### src/rtl/adc_bus_pkg.sv
// Package: shared types for the converter bus interface.
// Assumes nothing beyond standard SystemVerilog.
package adc_bus_pkg;

    // How the running conversion was started; selects the status pin role.
    typedef enum logic {
        MODE_STROBE  = 1'b0,
        MODE_CHIPSEL = 1'b1
    } conv_mode_e;

    // Bit positions of the packed asynchronous host inputs.
    localparam int unsigned IDX_BSEL = 0;
    localparam int unsigned IDX_RD   = 1;
    localparam int unsigned IDX_CS   = 2;
    localparam int unsigned IDX_CONV = 3;
    localparam int unsigned HOST_IN_W = 4;

endpackage

### src/rtl/adc_sync2.sv
// Module: two-flop synchronizer for a vector of independent asynchronous bits.
// Assumes each bit is a separate level signal; no multi-bit coherence is implied.
module adc_sync2 #(
    parameter int unsigned W = 1,
    parameter logic [W-1:0] RST_VAL = '0
) (
    input  logic         clk,
    input  logic         rst_n,
    input  logic [W-1:0] async_in,
    output logic [W-1:0] sync_out
);
    logic [W-1:0] meta_q;

    // Two register stages per bit, reset to the idle levels.
    always_ff @(posedge clk) begin
        if (!rst_n) begin
            meta_q   <= RST_VAL;
            sync_out <= RST_VAL;
        end else begin
            meta_q   <= async_in;
            sync_out <= meta_q;
        end
    end
endmodule

### src/rtl/adc_core_stub.sv
// Module: behavioural stand-in for the successive-approximation core.
// Captures the sample on start, and after CONV_CYCLES clocks pulses done and loads the result latch.
// Assumes start is a single-cycle request; requests while running are dropped.
module adc_core_stub #(
    parameter int unsigned DATA_W      = 12,
    parameter int unsigned CONV_CYCLES = 20
) (
    input  logic              clk,
    input  logic              rst_n,
    input  logic              start,
    input  logic [DATA_W-1:0] sample_in,
    output logic              done,
    output logic [DATA_W-1:0] result
);
    localparam int unsigned CNT_W = $clog2(CONV_CYCLES + 1);
    localparam logic [CNT_W-1:0] CNT_LAST = CNT_W'(CONV_CYCLES - 1);

    logic              running_q;
    logic [CNT_W-1:0]  cnt_q;
    logic [DATA_W-1:0] sample_q;

    assign done = running_q && (cnt_q == '0);

    // Conversion timer and sample capture.
    always_ff @(posedge clk) begin
        if (!rst_n) begin
            running_q <= 1'b0;
            cnt_q     <= '0;
            sample_q  <= '0;
        end else if (running_q) begin
            if (cnt_q == '0) running_q <= 1'b0;
            else             cnt_q     <= cnt_q - 1'b1;
        end else if (start) begin
            running_q <= 1'b1;
            cnt_q     <= CNT_LAST;
            sample_q  <= sample_in;
        end
    end

    // Output latch: updated only when a conversion finishes.
    always_ff @(posedge clk) begin
        if (!rst_n)    result <= '0;
        else if (done) result <= sample_q;
    end

    // a running conversion is never restarted; the timer only counts down.
    a_r11_no_restart: assert property (@(posedge clk) disable iff (!rst_n)
        (running_q && cnt_q != '0) |=> (running_q && cnt_q == $past(cnt_q) - 1'b1));
endmodule

### src/rtl/adc_conv_ctrl.sv
// Module: start detection, hold control and the dual-role status line.
// Assumes synchronized, glitch-free inputs; the conv and chip-select starts are mutually exclusive
// because one needs conv high and the other conv low.
module adc_conv_ctrl
    import adc_bus_pkg::*;
(
    input  logic       clk,
    input  logic       rst_n,
    input  logic       conv_s,
    input  logic       cs_s,
    input  logic       rd_s,
    input  logic       bsel_s,
    input  logic       done,
    output logic       start,
    output logic       busy,
    output conv_mode_e mode,
    output logic       status_n
);
    logic conv_d, cs_d, rdact_d, int_pend_q;
    logic conv_rise, cs_fall, rdact, rdact_rise, cs_start;

    assign conv_rise  = conv_s && !conv_d;
    assign cs_fall    = !cs_s && cs_d;
    assign rdact      = !cs_s && !rd_s;
    assign rdact_rise = rdact && !rdact_d;
    assign cs_start   = cs_fall && !bsel_s && !conv_s;
    assign start      = !busy && (conv_rise || cs_start);

    // Edge-detect history of the synchronized inputs.
    always_ff @(posedge clk) begin
        if (!rst_n) begin
            conv_d  <= 1'b1;
            cs_d    <= 1'b1;
            rdact_d <= 1'b0;
        end else begin
            conv_d  <= conv_s;
            cs_d    <= cs_s;
            rdact_d <= rdact;
        end
    end

    // Busy flag and the record of which input started the conversion.
    always_ff @(posedge clk) begin
        if (!rst_n) begin
            busy <= 1'b0;
            mode <= MODE_STROBE;
        end else if (busy) begin
            if (done) busy <= 1'b0;
        end else if (start) begin
            busy <= 1'b1;
            mode <= conv_rise ? MODE_STROBE : MODE_CHIPSEL;
        end
    end

    // Interrupt latch: pending from power-up, set at a strobe-mode end, cleared by a read.
    always_ff @(posedge clk) begin
        if (!rst_n)                                int_pend_q <= 1'b1;
        else if (done && mode == MODE_STROBE)      int_pend_q <= 1'b1;
        else if (rdact_rise)                       int_pend_q <= 1'b0;
    end

    assign status_n = !((busy && mode == MODE_CHIPSEL) || int_pend_q);

    // the end of a strobe-mode conversion leaves the interrupt asserted.
    a_r4_int_on_end: assert property (@(posedge clk) disable iff (!rst_n)
        (done && busy && mode == MODE_STROBE) |=> !status_n);

    // a chip-select-mode conversion only begins with the byte select low.
    a_r5_low_byte_start: assert property (@(posedge clk) disable iff (!rst_n)
        ($rose(busy) && mode == MODE_CHIPSEL) |-> $past(!bsel_s));
endmodule

### src/rtl/adc_read_mux.sv
// Module: read-data formatting and bus enable.
// Assumes word_fmt only changes while no read is active.
module adc_read_mux #(
    parameter int unsigned DATA_W = 12,
    parameter int unsigned BYTE_W = 8
) (
    input  logic [DATA_W-1:0] result,
    input  logic              word_fmt,
    input  logic              bsel_s,
    input  logic              cs_s,
    input  logic              rd_s,
    input  logic              busy,
    output logic [DATA_W-1:0] data_out,
    output logic              data_oe
);
    localparam int unsigned HI_W = DATA_W - BYTE_W;

    logic [DATA_W-1:0] fmt_val;

    // Select word, low byte or right-aligned high part.
    always_comb begin
        if (word_fmt)    fmt_val = result;
        else if (bsel_s) fmt_val = {{(DATA_W-HI_W){1'b0}}, result[DATA_W-1:BYTE_W]};
        else             fmt_val = {{(DATA_W-BYTE_W){1'b0}}, result[BYTE_W-1:0]};
    end

    // Drive only during an active read outside a conversion.
    always_comb begin
        data_oe  = !cs_s && !rd_s && !busy;
        data_out = data_oe ? fmt_val : '0;
    end
endmodule

### src/rtl/adc_bus_ctrl.sv
// Module: top of the converter host-bus interface.
// Synchronizes the host inputs, detects starts, runs the core stub and formats read data.
// Assumes word_fmt is quasi-static and sample_in is stable at the start edge.
module adc_bus_ctrl
    import adc_bus_pkg::*;
#(
    parameter int unsigned DATA_W      = 12,
    parameter int unsigned BYTE_W      = 8,
    parameter int unsigned CONV_CYCLES = 20
) (
    input  logic              clk,
    input  logic              rst_n,
    input  logic              conv_start_n,
    input  logic              cs_n,
    input  logic              rd_n,
    input  logic              byte_sel,
    input  logic              word_fmt,
    input  logic [DATA_W-1:0] sample_in,
    output logic              hold,
    output logic              status_n,
    output logic [DATA_W-1:0] data_out,
    output logic              data_oe
);
    localparam logic [HOST_IN_W-1:0] HOST_IDLE = 4'b1110;

    logic [HOST_IN_W-1:0] host_raw, host_s;
    logic                 start, busy, done;
    logic [DATA_W-1:0]    result;
    conv_mode_e           mode;

    assign host_raw = {conv_start_n, cs_n, rd_n, byte_sel};

    adc_sync2 #(.W(HOST_IN_W), .RST_VAL(HOST_IDLE)) u_sync (
        .clk(clk), .rst_n(rst_n), .async_in(host_raw), .sync_out(host_s)
    );

    adc_conv_ctrl u_ctrl (
        .clk(clk), .rst_n(rst_n),
        .conv_s(host_s[IDX_CONV]), .cs_s(host_s[IDX_CS]),
        .rd_s(host_s[IDX_RD]), .bsel_s(host_s[IDX_BSEL]),
        .done(done), .start(start), .busy(busy), .mode(mode),
        .status_n(status_n)
    );

    adc_core_stub #(.DATA_W(DATA_W), .CONV_CYCLES(CONV_CYCLES)) u_core (
        .clk(clk), .rst_n(rst_n), .start(start), .sample_in(sample_in),
        .done(done), .result(result)
    );

    adc_read_mux #(.DATA_W(DATA_W), .BYTE_W(BYTE_W)) u_mux (
        .result(result), .word_fmt(word_fmt), .bsel_s(host_s[IDX_BSEL]),
        .cs_s(host_s[IDX_CS]), .rd_s(host_s[IDX_RD]), .busy(busy),
        .data_out(data_out), .data_oe(data_oe)
    );

    assign hold = busy;

    // the bus is never driven while the sampling stage holds.
    a_r7_no_drive_in_hold: assert property (@(posedge clk) disable iff (!rst_n)
        data_oe |-> !hold);

    // hold drops exactly when the core reports completion.
    a_r3_release_on_done: assert property (@(posedge clk) disable iff (!rst_n)
        $fell(hold) |-> $past(done));
endmodule

### config.mk
export PLATFORM = sky130hd
export DESIGN_NAME = adc_bus_ctrl
export DESIGN_NICKNAME = d
export VERILOG_FILES = /design/src/rtl/adc_bus_pkg.sv /design/src/rtl/adc_sync2.sv /design/src/rtl/adc_core_stub.sv /design/src/rtl/adc_conv_ctrl.sv /design/src/rtl/adc_read_mux.sv /design/src/rtl/adc_bus_ctrl.sv
export SDC_FILE = /design/constraint.sdc
export NUM_CORES = 1
export LEC_CHECK = 0
export ABC_AREA = 1
export BUFFER_PORTS_ARGS = -buffer_cell sky130_fd_sc_hd__buf_2
export CAP_MARGIN = 20
export CORE_UTILIZATION = 48
export CTS_CLUSTER_SIZE = 40
export DETAILED_ROUTE_END_ITERATION = 8
export HOLD_SLACK_MARGIN = 0.15
export PLACE_DENSITY_LB_ADDON = 0.25
export SLEW_MARGIN = 20
export SYNTH_ARGS = -nofsm -noshare
export SYNTH_HDL_FRONTEND = slang
export SYNTH_SLANG_ARGS = --single-unit
### constraint.sdc
create_clock -name clk -period 1.35 [get_ports clk]
set_input_delay 0.2025 -clock clk [delete_from_list [all_inputs] [get_ports clk]]
set_output_delay 0.2025 -clock clk [all_outputs]
set_load 0.02 [all_outputs]
* Yosys cells after proc, flatten, opt, wreduce, memory -nomap -nowiden
Index checks and enable logic that the tools add are counted.
** Storage, ports and cells
- Flip-flop bits (word level) :: 44
- Latch bits :: 0
- RAM bits :: 0
- ROM bits :: 0
- Memories kept :: 0
** Cells by class
- Add/sub/neg operators :: 1
- $mul :: 0
- Divide/modulo/power cells :: 0
- Order comparisons :: 0
- Equality and inequality tests :: 1
- Shifts and indexed selects :: 0
- Muxes and demuxes :: 12
- Bitwise operators :: 4
- Reductions and logical operators :: 27
** Operators with widths (number)
- two-way mux 12 bit :: 2
- two-way mux 5 bit :: 3
- logical AND 1 bit :: 11
- zero test 1 bit :: 8
- two-way mux 8 bit :: 1
- two-way mux 1 bit :: 6
- AND reduction 2 bit :: 3
- zero test 5 bit :: 1
- subtractor 5 x 1 -> 5 bit (second input constant) :: 1
- NOT 1 bit :: 4
- logical OR 1 bit :: 2
- inequality test 2 bit (second input constant) :: 1
- nonzero test 2 bit :: 1
- OR reduction 2 bit :: 1

* Depth between registers and ports, before layout
Gate-level depths: netlist of run 1.
- Word-level depth :: 8
- Mapped depth :: 10

* Hierarchy
From an unflattened synthesis of run 1, not the netlist that was laid out.
** Unflattened totals
- Cells, all modules :: 246
- Area, all modules :: 1858.0 µm²
** By module, submodules not included
- adc_core_stub :: instances 1, cells an instance 146, area an instance 1221.2 µm², seq. area each 600.6 µm²
- adc_conv_ctrl :: instances 1, cells an instance 31, area an instance 229.0 µm², seq. area each 120.1 µm²
- adc_sync2 :: instances 1, cells an instance 25, area an instance 225.2 µm², seq. area each 160.2 µm²
- adc_read_mux :: instances 1, cells an instance 44, area an instance 182.7 µm², seq. area each 0.0 µm²

* Least setup slack after synthesis of run 1
No wires, ideal clock.
- Kind :: register to output
- Start :: register u_sync.sync_out[2]
- End :: output data_out[10]
- Arrival time :: 1551 ps
- Slack :: -404 ps
- Cell stages (with the launch flop) :: 6
- Path buffers :: 0
- Cells stage by stage :: dfxtp_1 nor2_1 inv_1 nor2_1 inv_1 nor3_1
** On the way
- Longest elaborated chain between the ends :: 4
** Ends and longest elaborated chain
- from (decl) :: RTL line adc_sync2.sv:10 : output logic [W-1:0] sync_out
- from (signal assigned) :: RTL line adc_sync2.sv:21 : sync_out <= meta_q;
- zero test 1 bit :: RTL line adc_read_mux.sv:29 : data_oe = !cs_s && !rd_s && !busy;
- logical AND 1 bit (2 in a row) :: RTL line adc_read_mux.sv:29
- via data_oe :: RTL line adc_bus_ctrl.sv:22 : output logic data_oe
- two-way mux 12 bit :: RTL line adc_read_mux.sv:30 : data_out = data_oe ? fmt_val : '0;
- to (decl) :: RTL line adc_bus_ctrl.sv:21 : output logic [DATA_W-1:0] data_out,
The timed path passes the listed nets, and every way through them passes these cells.

* Worst setup path in the final report of run 1
- Start :: register u_sync.sync_out[1]
- End :: output data_out[2]
** On the way
- Longest elaborated chain between the ends :: 4
** Ends and longest elaborated chain (RTL line)
- zero test 1 bit :: adc_read_mux.sv:29
- logical AND 1 bit (2 in a row) :: adc_read_mux.sv:29
- two-way mux 12 bit :: adc_read_mux.sv:30
No other way between the ends.

==> reports/summary.log, run 1 <==
INFO  floorplanning  num_io_pins=34
INFO  cts            cts_tree=done
INFO  grt            grt_pass1_wl=6130um
INFO  floorplanning  rows=21
INFO  finish         final_nets=299
INFO  cts            cts_sinks=44
INFO  logic_synthesis postSynthAreaPerCell=7.91squm
INFO  drt            wl=4110um
INFO  timing         finalHoldViolations=0
INFO  floorplanning  die_height=61.5um
INFO  timing         timing.max_slew.rel_slack=73.3%
INFO  pwr            power.static_leakage=1.05nW
INFO  drt            count_of_antenna_violating_nets_left_after_detailed_routing=0
INFO  pwr            pwr_density_cell=950mW/mm^2
INFO  cts            ctsHtreeMaxLevel=2
INFO  drt            routed_wire_length_per_instance=12.6um
INFO  worst_setup_path critPathSlowestCell=sky130_fd_sc_hd__dfxtp_2
INFO  grt            grt.overflow.total=0
INFO  status         run_status=finished, violations left
INFO  worst_setup_path critPathCaptureType=output pin
INFO  timing         max_slew.worst_pin.slew=0.400ns
INFO  logic_synthesis mappedNetlistArea=0.00170sqmm
INFO  logic_synthesis postSynthRegisterBits=44
INFO  worst_setup_path path_delay_family=flip-flops
INFO  floorplanning  core-area=0.00336sqmm
INFO  cts            number_of_cts_inserted_buffers=5
INFO  logic_synthesis synth_cells=215
INFO  timing         unrepaired_setup_endpoints_after_global_routing=yes
INFO  timing         final.setup_skew=0.00413ns
INFO  drt            met3_wirelength=156um
INFO  cts            clock_network_latency_to_the_later_pin_of_the_worst_skew_pair=0.35ns
INFO  timing         post-route-min-period=1.61ns
INFO  placed_design  placedInstanceArea=0.00200sqmm
INFO  cts            cts-root-to-sink-buffers=2
INFO  floorplanning  floorplan.die.width=61.5um
INFO  drt            detailedRoute.firstIterationViolations=72
INFO  grt            grt_pass1_vias=1331
INFO  placed_design  routabilityCongestion=0.830
INFO  finish         non_filler_instance_count_after_layout=326
INFO  worst_setup_path crit_fanout=6
INFO  worst_setup_path timing.critical_path.from_type=register
INFO  worst_setup_path cp.arrival=1.41ns
INFO  timing         setup_violations=16
INFO  worst_setup_path worst-path-buf-inv=2
INFO  min_path       hp-class=in -> reg
INFO  drt            routedLengthMet1=1930um
INFO  worst_setup_path cp_cell_sequence=nor2_4 -> inv_2 -> nor2_4 -> o21ai_1 -> a21oi_1 -> buf_4
INFO  floorplanning  initial_utilization=50.6%
INFO  floorplanning  floorplan.die_area=0.00378sqmm
INFO  placed_design  place_inst=293
INFO  placed_design  port_buffers=33
INFO  worst_setup_path worst_path_largest_cell_delay=0.35ns
INFO  logic_synthesis synth.yosys.warnings=0
INFO  flow_run       cap_violations=0
INFO  pwr            power=2.44mW
INFO  drt            top_layer_used=met4
INFO  timing         timing_max_transition_violations_final=0
INFO  grt            globalRouteTotalUtil=22.4%
INFO  grt            grt_antenna_before_repair=0
INFO  timing         maxClockFrequency=619MHz
INFO  finish         stdcell_area=0.00257sqmm
INFO  finish         post-route-util=76.5%
INFO  drt            vias=1592
INFO  timing         postLayoutSetupSlackWorst=-0.265ns
INFO  finish         final_layout_size_suffix_gt1_share=46.4%
INFO  placed_design  dp_hpwl=2320um
INFO  cts            root_driver=sky130_fd_sc_hd__clkbuf_4
INFO  worst_setup_path crit_top_cell=sky130_fd_sc_hd__nor2_4
INFO  timing         period_share=120%
INFO  worst_setup_path path_class=reg -> out
INFO  grt            grt_start_max_net_pins=21
INFO  logic_synthesis ys_types=22
INFO  worst_setup_path worst-endpoint-required=1.15ns
INFO  drt            remaining_routing_drc_violations=0
INFO  logic_synthesis synth_sequential_area_ratio=51.8%
INFO  pwr            power.ir.vdd_worst=0.000965V
INFO  finish         antennaDiodeCount=0
INFO  logic_synthesis net_count_synth=235
INFO  drt            wl_met2=1950um
INFO  cts            path_clk_slew=0.12ns
INFO  drt            avgViaCountPerCell=4.88
INFO  status         failed_checks=setup timing
INFO  finish         synthToLayoutAreaGrowth=51.2%
INFO  drt            drt-pass1-iter-count=4
-- power by group --
| group | internal [mW] | switching (mW) | total, mW |
|---|---|---|---|
| registers | 1.34 | 0.0246 | 1.36 |
| clock network | 0.388 | 0.402 | 0.790 |
| logic | 0.140 | 0.150 | 0.290 |
-- stage by stage --
stage	hold slack, ns	setup slack, ns	TNS (ns)
CTS	0.230	-0.279	-3.31
global route	0.268	-0.377	-5.54
floorplan	0.300	-0.0289	-0.0577
global placement	0.387	-0.0481	-0.452
finish	0.258	-0.265	-3.15
detailed placement	0.392	-0.124	-1.07
-- worst min-delay path, stage by stage --
cell and delay (ns):
sky130_fd_sc_hd__buf_2 0.10, sky130_fd_sc_hd__inv_1 0.15, sky130_fd_sc_hd__nor2_1 0.13
-- flip-flops by register name, summed over array words and instances, names as in the netlist --
signal,flops
u_core.running_q,1
u_core.result,12
u_ctrl.rdact_d,1
u_core.sample_q,12
u_ctrl.busy,1
u_ctrl.int_pend_q,1
u_ctrl.cs_d,1
u_sync.sync_out,4
u_sync.meta_q,4
u_core.cnt_q,5
u_ctrl.conv_d,1
u_ctrl.mode,1
-- cell families (layout without fill, tap and decap cells) --
| family | Yosys count | count (layout) | synth area share, % |
|---|---|---|---|
| simple gates | 81 | 82 | 22.4 |
| buf+inv | 38 | 102 | 9.42 |
| compound gates | 49 | 49 | 14.6 |
| flops | 44 | 44 | 51.8 |
| fa+ha+maj | 1 | 1 | 0.736 |
| xor+xnor | 2 | 2 | 1.03 |
-- final cells by class --
cell class	count	area, sq um
Fill cell	250	792
Clock inverter	2	35.0
Multi-Input combinational cell	134	921
Timing Repair Buffer	66	515
Tap cell	46	57.6
Sequential cell	44	886
Inverter	28	115
Clock buffer	6	41.3
-- layout by cell type (no fill, tap or decap), drive strengths merged --
cell type	n
o211ai	1
clkbuf	6
dlygate4sd3	16
nand2	37
ha	1
xor2	1
nor3	8
nor2	7
inv	28
o21ai	13
or2	7
clkinv	1
bufinv	1
buf	50
nand3	23
dfxtp	44
a21oi	35
xnor2	1
-- Yosys cell counts --
cell type	number	area share, %
sky130_fd_sc_hd__o211ai_1	1	0.44
sky130_fd_sc_hd__ha_1	1	0.74
sky130_fd_sc_hd__xor2_1	1	0.52
sky130_fd_sc_hd__buf_2	5	1.5
sky130_fd_sc_hd__nor3_1	8	2.4
sky130_fd_sc_hd__clkbuf_1	3	0.66
sky130_fd_sc_hd__inv_1	27	6.0
sky130_fd_sc_hd__nand2_4	1	0.66
sky130_fd_sc_hd__nand2_2	1	0.37
sky130_fd_sc_hd__nand3_2	2	1.2
sky130_fd_sc_hd__buf_6	1	0.66
sky130_fd_sc_hd__inv_2	1	0.22
sky130_fd_sc_hd__buf_4	1	0.44
sky130_fd_sc_hd__o21ai_0	13	3.8
sky130_fd_sc_hd__a21oi_1	35	10
sky130_fd_sc_hd__nand2_1	35	7.7
sky130_fd_sc_hd__or2_2	7	2.6
sky130_fd_sc_hd__dfxtp_1	44	52
sky130_fd_sc_hd__nor2_2	1	0.37
sky130_fd_sc_hd__nand3_1	20	5.9
sky130_fd_sc_hd__xnor2_1	1	0.52
sky130_fd_sc_hd__nor2_1	6	1.3
-- per-layer routing --
| layer | track usage, % | vias to the layer above |
|---|---|---|
| li1 | - | 828 |
| met1 | 31.0 | 719 |
| met2 | 34.7 | 38 |
| met3 | 4.41 | 7 |
| met4 | 8.57 | 0 |
| met5 | 0 | - |
-- worst paths after layout --
check	from	endpoint	slack, ns	cells past startpoint
min	rst_n	u_ctrl.rdact_d	0.26	3
max	u_sync.sync_out[1]	data_out[2]	-0.26	6
min reg2reg	u_sync.meta_q[3]	u_sync.sync_out[3]	0.43	1
max reg2reg	u_core.cnt_q[0]	u_ctrl.int_pend_q	-0.01	7
-- what timing repair did --
item	in CTS	in global routing
cloned	1	0
setup endpoints to repair	29	42
setup buffers	4	5
hold buffers	16	0
gates resized for setup	41	53
pin swaps	5	16
endpoints found under the hold margin	16	0
No activity file was read; power rests on OpenSTA's default activity.
==> run 2: changes to the inputs <==
- BUFFER_PORTS_ARGS: -buffer_cell sky130_fd_sc_hd__buf_2 -> -buffer_cell sky130_fd_sc_hd__clkbuf_2
- CORE_UTILIZATION: 48 -> 53
- clock period: 1.35 -> 1.6 ns (I/O delays scaled with it)
==> reports/summary.log, run 2 (synthesized netlist as in run 1, its figures left out) <==
INFO  status         run_status=finished, violations left
INFO  status         failed_checks=setup timing
INFO  cts            cts_tree=done
INFO  worst_setup_path critPathCaptureType=output pin
INFO  floorplanning  core-area=0.00305sqmm
INFO  timing         period_share=104%
INFO  grt            grt_antenna_before_repair=0
INFO  finish         final_nets=292
INFO  timing         unrepaired_setup_endpoints_after_global_routing=yes
INFO  flow_run       cap_violations=0
INFO  grt            grt_start_max_net_pins=31
INFO  min_path       hp-class=in -> reg
INFO  placed_design  port_buffers=33
INFO  floorplanning  floorplan.die.width=58.6um
INFO  cts            clock_network_latency_to_the_later_pin_of_the_worst_skew_pair=0.35ns
INFO  worst_setup_path rrSetupSlack=0.18ns
INFO  drt            remaining_routing_drc_violations=0
INFO  worst_setup_path rr_startpoint=u_core.cnt_q[0]
INFO  placed_design  place_worst_setup_slack=0.0658ns
INFO  finish         fill_cells=244
INFO  drt            avgViaCountPerCell=4.90
INFO  timing         max_slew.worst_pin.slew=0.333ns
INFO  worst_setup_path endpoint=data_out[2]
INFO  drt            drt-pass1-iter-count=4
INFO  cts            root_driver=sky130_fd_sc_hd__clkbuf_4
INFO  timing         timing.max_slew.rel_slack=77.8%
INFO  floorplanning  rows=20
INFO  timing         setup_violations=12
INFO  grt            grt.overflow.total=0
INFO  grt            grt_pass1_vias=1414
INFO  worst_setup_path cp_cell_sequence=nor2_2 -> inv_2 -> nor2_4 -> o21ai_1 -> a21oi_2 -> clkbuf_4
INFO  grt            grt_pass1_wl=6150um
INFO  timing         final.setup_skew=0.0101ns
INFO  pwr            power.static_leakage=0.957nW
INFO  cts            path_clk_slew=0.12ns
INFO  finish         seq_area=883squm
INFO  finish         layout_common_cells=sky130_fd_sc_hd__dfxtp_1, sky130_fd_sc_hd__nand2_1, sky130_fd_sc_hd__a21oi_1
INFO  timing         maxClockFrequency=598MHz
INFO  grt            globalRouteTotalUtil=24.2%
INFO  floorplanning  num_io_pins=34
INFO  worst_setup_path worst-r2r-cell-count=9
INFO  finish         synthToLayoutAreaGrowth=36.0%
INFO  timing         fin_tns_setup=-0.418ns
INFO  drt            wl=3810um
INFO  placed_design  routabilityCongestion=0.786
INFO  worst_setup_path r2r-end=u_core.cnt_q[1]
INFO  worst_setup_path worst_setup_path_startpoint=u_sync.sync_out[1]
INFO  timing         postLayoutSetupSlackWorst=-0.0713ns
INFO  worst_setup_path path_class=reg -> out
INFO  pwr            power.ir.vdd_worst=0.000713V
INFO  cts            cts-root-to-sink-buffers=2
INFO  finish         reg.largest.list=u_core.result: 12 flops, u_core.sample_q: 12 flops, u_core.cnt_q: 5 flops
INFO  drt            routed_wire_length_per_instance=12.1um
INFO  floorplanning  initial_utilization=55.7%
INFO  timing         finalHoldViolations=0
INFO  floorplanning  die_height=58.6um
INFO  finish         mostFrequentLayoutCell=sky130_fd_sc_hd__dfxtp_1
INFO  worst_setup_path timing.critical_path.from_type=register
INFO  worst_setup_path critPathSlowestCell=sky130_fd_sc_hd__dfxtp_2
INFO  timing         hold_worst_slack=0.233ns
INFO  worst_setup_path worst_path_largest_cell_delay=0.34ns
INFO  placed_design  dp_hpwl=2340um
INFO  drt            detailedRoute.firstIterationViolations=76
INFO  drt            count_of_antenna_violating_nets_left_after_detailed_routing=0
INFO  timing         timing_max_transition_violations_final=0
INFO  worst_setup_path crit_fanout=6
INFO  floorplanning  floorplan.die_area=0.00344sqmm
INFO  finish         antennaDiodeCount=0
INFO  drt            vias=1545
INFO  cts            ctsHtreeMaxLevel=2
INFO  finish         multiInputGateArea=748squm
INFO  timing         post-route-min-period=1.67ns
INFO  cts            cts_sinks=44
INFO  worst_setup_path worst-endpoint-required=1.36ns
INFO  finish         final_layout_size_suffix_gt1_share=29.5%
INFO  pwr            pwr_density_cell=857mW/mm^2
INFO  cts            number_of_cts_inserted_buffers=5
INFO  worst_setup_path cp.arrival=1.43ns
==> run 2: cell types whose count changed in the layout (fill, tap and decap cells not counted), sizes merged <==
cell and change:
buf -29, clkbuf +21, clkinv -1
==> run 2: worst min path at each step <==
stage                                start                 end  slack [ns]  cells past startpoint
after floorplan                   byte_sel    u_sync.meta_q[0]        0.34                      2
after global placement    u_sync.meta_q[0]  u_sync.sync_out[0]        0.39                      2
after detailed placement  u_sync.meta_q[2]  u_sync.sync_out[2]        0.40                      1
after CTS                            rst_n       u_ctrl.conv_d        0.24                      3
after global routing                 rst_n       u_ctrl.conv_d        0.25                      3
final                                rst_n       u_ctrl.conv_d        0.23                      3
==> run 2: layout make-up <==
class | instances | share of cell area, %
clock inverters | 1 | 1.30
repair buffers | 59 | 19.5
flip-flops and latches | 44 | 38.2
multi-input cells | 134 | 32.4
clock buffers | 5 | 1.62
inverters | 28 | 4.65
well taps | 44 | 2.38
==> run 2: timing repair <==
| action | CTS | global route |
|---|---|---|
| gates resized for setup | 23 | 20 |
| hold buffers | 16 | 0 |
| pin swaps | 2 | 2 |
| gates cloned | 0 | 1 |
| buffers inserted | 2 | 0 |
| hold endpoints to repair | 16 | 0 |
| endpoints found under the setup margin | 12 | 24 |
==> run 2: routing by layer <==
layer | vias up | global-route usage, % | wire [um] | share of wire, %
met5 | - | 0 | 0 | 0
li1 | 806 | - | - | -
met1 | 693 | 30.3 | 1760 | 46
met3 | 7 | 6.59 | 152 | 4.0
met2 | 39 | 41.1 | 1850 | 48
met4 | 0 | 7.14 | 54 | 1.4
==> run 2: worst max-delay path: cells and delay by family, from the launching register on <==
family | cells | cell delay [ns]
simple gates | 2 | 0.27
buf+inv | 2 | 0.24
flops | 1 | 0.34
compound gates | 2 | 0.23
==> run 2: stage by stage <==
stage,power [mW],utilization [%],cell area [sq um],std cells
floorplan,1.26,-,1740,215
global placement,1.31,64.9,1980,290
detailed placement,1.32,64.9,1980,290
CTS,1.97,74.2,2270,314
global route,2.05,75.7,2310,315
finish,1.98,75.7,2310,315
==> run 2: power breakdown <==
part	total (mW)	internal (mW)	switching [mW]
registers	1.14	1.13	0.0165
clock network	0.641	0.313	0.328
logic	0.196	0.0938	0.102
==> run 3: changes to the inputs <==
==> constraint.sdc (replaced) <==
create_clock -name clk -period 1.6 [get_ports clk]
set_input_delay 0.48 -clock clk [delete_from_list [all_inputs] [get_ports clk]]
set_output_delay 0.48 -clock clk [all_outputs]
set_load 0.02 [all_outputs]
==> reports/summary.log, run 3 (synthesized netlist as in run 1, its figures left out) <==
INFO  status         failed_checks=setup timing
INFO  timing         postLayoutSetupSlackWorst=-0.327ns
INFO  drt            count_of_antenna_violating_nets_left_after_detailed_routing=0
INFO  grt            gr_met1_demand_resource=29.5%
INFO  drt            wl=3410um
INFO  flow_run       cap_violations=0
INFO  finish         final_nets=273
INFO  pwr            power=1.97mW
INFO  worst_setup_path path_class=reg -> out
INFO  worst_setup_path crit_fanout=8
INFO  placed_design  port_buffers=33
INFO  timing         post-route-min-period=1.93ns
INFO  drt            remaining_routing_drc_violations=0
INFO  timing         max_slew.worst_pin.slew=0.322ns
INFO  drt            vias=1466
INFO  grt            grt_start_max_net_pins=24
INFO  cts            cts_tree=done
INFO  finish         mostFrequentLayoutCell=sky130_fd_sc_hd__dfxtp_1
INFO  cts            cts-root-to-sink-buffers=2
INFO  timing         timing.max_slew.rel_slack=78.5%
INFO  floorplanning  num_io_pins=34
INFO  pwr            portion_of_total_power_attributed_to_the_clock_network=34.4%
INFO  timing         timing_max_transition_violations_final=0
INFO  pwr            power.ir.vdd_worst=0.000607V
INFO  worst_setup_path worst-endpoint-required=1.12ns
INFO  cts            ctsHtreeMaxLevel=2
INFO  grt            globalRouteTotalUtil=22.0%
INFO  finish         layout_common_cells=sky130_fd_sc_hd__dfxtp_1, sky130_fd_sc_hd__nand2_1, sky130_fd_sc_hd__a21oi_1
INFO  worst_setup_path path_delay_family=simple AND/OR/NAND/NOR gates
INFO  cts            clock_network_latency_to_the_later_pin_of_the_worst_skew_pair=0.36ns
INFO  timing         setup_violations=13
INFO  drt            drt-pass1-iter-count=4
INFO  placed_design  placedInstanceArea=0.00199sqmm
INFO  placed_design  routabilityCongestion=0.791
INFO  finish         final_layout_size_suffix_gt1_share=30.7%
INFO  min_path       timing.hold.worst.start=conv_start_n
INFO  placed_design  place_inst=288
INFO  timing         unrepaired_setup_endpoints_after_global_routing=yes
INFO  drt            detailedRoute.firstIterationViolations=42
INFO  grt            grt.overflow.total=0
INFO  status         run_status=finished, violations left
INFO  grt            grt_pass1_vias=1210
INFO  finish         reg.largest.list=u_core.result: 12 flops, u_core.sample_q: 12 flops, u_core.cnt_q: 5 flops
INFO  worst_setup_path worst_path_largest_cell_delay=0.35ns
INFO  grt            grt_antenna_before_repair=0
INFO  grt            grt_util_met2=33.0%
INFO  min_path       hold_end=u_sync.meta_q[3]
INFO  drt            routed_wire_length_per_instance=11.4um
INFO  drt            avgViaCountPerCell=4.92
INFO  finish         fill_cells=286
INFO  worst_setup_path cp.arrival=1.45ns
INFO  timing         finalHoldViolations=0
INFO  finish         non_filler_instance_count_after_layout=298
INFO  floorplanning  die_height=58.6um
INFO  timing         hold_worst_slack=0.292ns
INFO  min_path       hp-class=in -> reg
INFO  pwr            power.share.combinational=7.7%
INFO  placed_design  dp_hpwl=2340um
INFO  worst_setup_path worst-r2r-cell-count=9
INFO  grt            grt.met3_usage=6.15%
INFO  floorplanning  rows=20
INFO  grt            busiest_layer=met2
INFO  worst_setup_path rrSetupSlack=0.14ns
INFO  pwr            p_seq_share=57.9%
INFO  finish         antennaDiodeCount=0
INFO  worst_setup_path worst-path-buf-inv=3
INFO  cts            cts_sinks=44
INFO  timing         period_share=120%
INFO  worst_setup_path timing.critical_path.from_type=register
INFO  worst_setup_path rr_startpoint=u_core.cnt_q[0]
INFO  worst_setup_path r2r-end=u_core.result[0]
INFO  grt            grt_pass1_wl=5470um
INFO  floorplanning  floorplan.die.width=58.6um
INFO  worst_setup_path cp_cell_sequence=nor2_2 -> inv_2 -> nor2_4 -> inv_4 -> nor3_2 -> clkbuf_4
INFO  pwr            p_sw_share=23.1%
INFO  floorplanning  floorplan.die_area=0.00344sqmm
INFO  cts            number_of_cts_inserted_buffers=5
INFO  pwr            net_switching_power_of_the_design=0.455mW
INFO  timing         maxClockFrequency=519MHz
INFO  floorplanning  initial_utilization=55.7%
INFO  pwr            pwr_density_cell=920mW/mm^2
INFO  finish         synthToLayoutAreaGrowth=26.0%
INFO  worst_setup_path critPathSlowestCell=sky130_fd_sc_hd__dfxtp_2
INFO  cts            root_driver=sky130_fd_sc_hd__clkbuf_4
INFO  floorplanning  core-area=0.00305sqmm
INFO  cts            path_clk_slew=0.13ns
INFO  pwr            cellInternalPower=1.52mW
INFO  worst_setup_path critPathCaptureType=output pin
INFO  finish         stdcell_area=0.00214sqmm
INFO  timing         final.setup_skew=0.0101ns
INFO  pwr            power.static_leakage=0.878nW
INFO  min_path       hold-path-cell-count=2
==> run 3: stage by stage <==
stage / utilization (%) / worst slack [ns] / TNS, ns
after global routing: 70.2 / -0.411 / -5.08
after global placement: 65.1 / -0.173 / -0.885
after detailed placement: 65.1 / -0.223 / -1.23
after CTS: 70.0 / -0.340 / -3.98
final: 70.2 / -0.327 / -3.90
after floorplan: - / -0.0986 / -0.422
==> run 3: power groups by stage <==
stage               Sequential [mW]  Clock, mW  Combinational, mW
floorplan                      1.16          0              0.100
global route                   1.15      0.740              0.170
detailed placement             1.17          0              0.150
CTS                            1.14      0.689              0.153
finish                         1.14      0.678              0.152
global placement               1.16          0              0.146
==> run 3: worst max-delay path by stage <==
stage,start,end,slack (ns),cells after the start
finish,u_sync.sync_out[2],data_out[7],-0.33,6
detailed placement,word_fmt,data_out[0],-0.22,7
floorplan,word_fmt,data_out[0],-0.1,5
global route,u_sync.sync_out[2],data_out[6],-0.41,6
global placement,word_fmt,data_out[3],-0.17,7
CTS,u_sync.sync_out[2],data_out[6],-0.34,6
==> run 3: per-layer routing <==
| metal | routed length [um] | up-vias |
|---|---|---|
| met5 | 0 | - |
| met4 | 62 | 0 |
| met3 | 148 | 7 |
| met2 | 1590 | 31 |
| met1 | 1600 | 655 |
| li1 | - | 773 |
==> run 3: cell type report <==
type                    count  area (sq um)  share of cell area, %
inverters                  28           111                   5.20
multi-input cells         133           729                   34.0
clock inverters             2          35.0                   1.63
clock buffers               6          41.3                   1.93
repair buffers             41           289                   13.5
flip-flops and latches     44           882                   41.2
well taps                  44          55.1                   2.57
==> run 3: what timing repair did <==
item / in CTS / in global routing
endpoints found under the setup margin: 13 / 14
gates resized for setup: 22 / 6
hold buffers: 0 / 0
buffers inserted: 2 / 0
pin swaps: 1 / 1
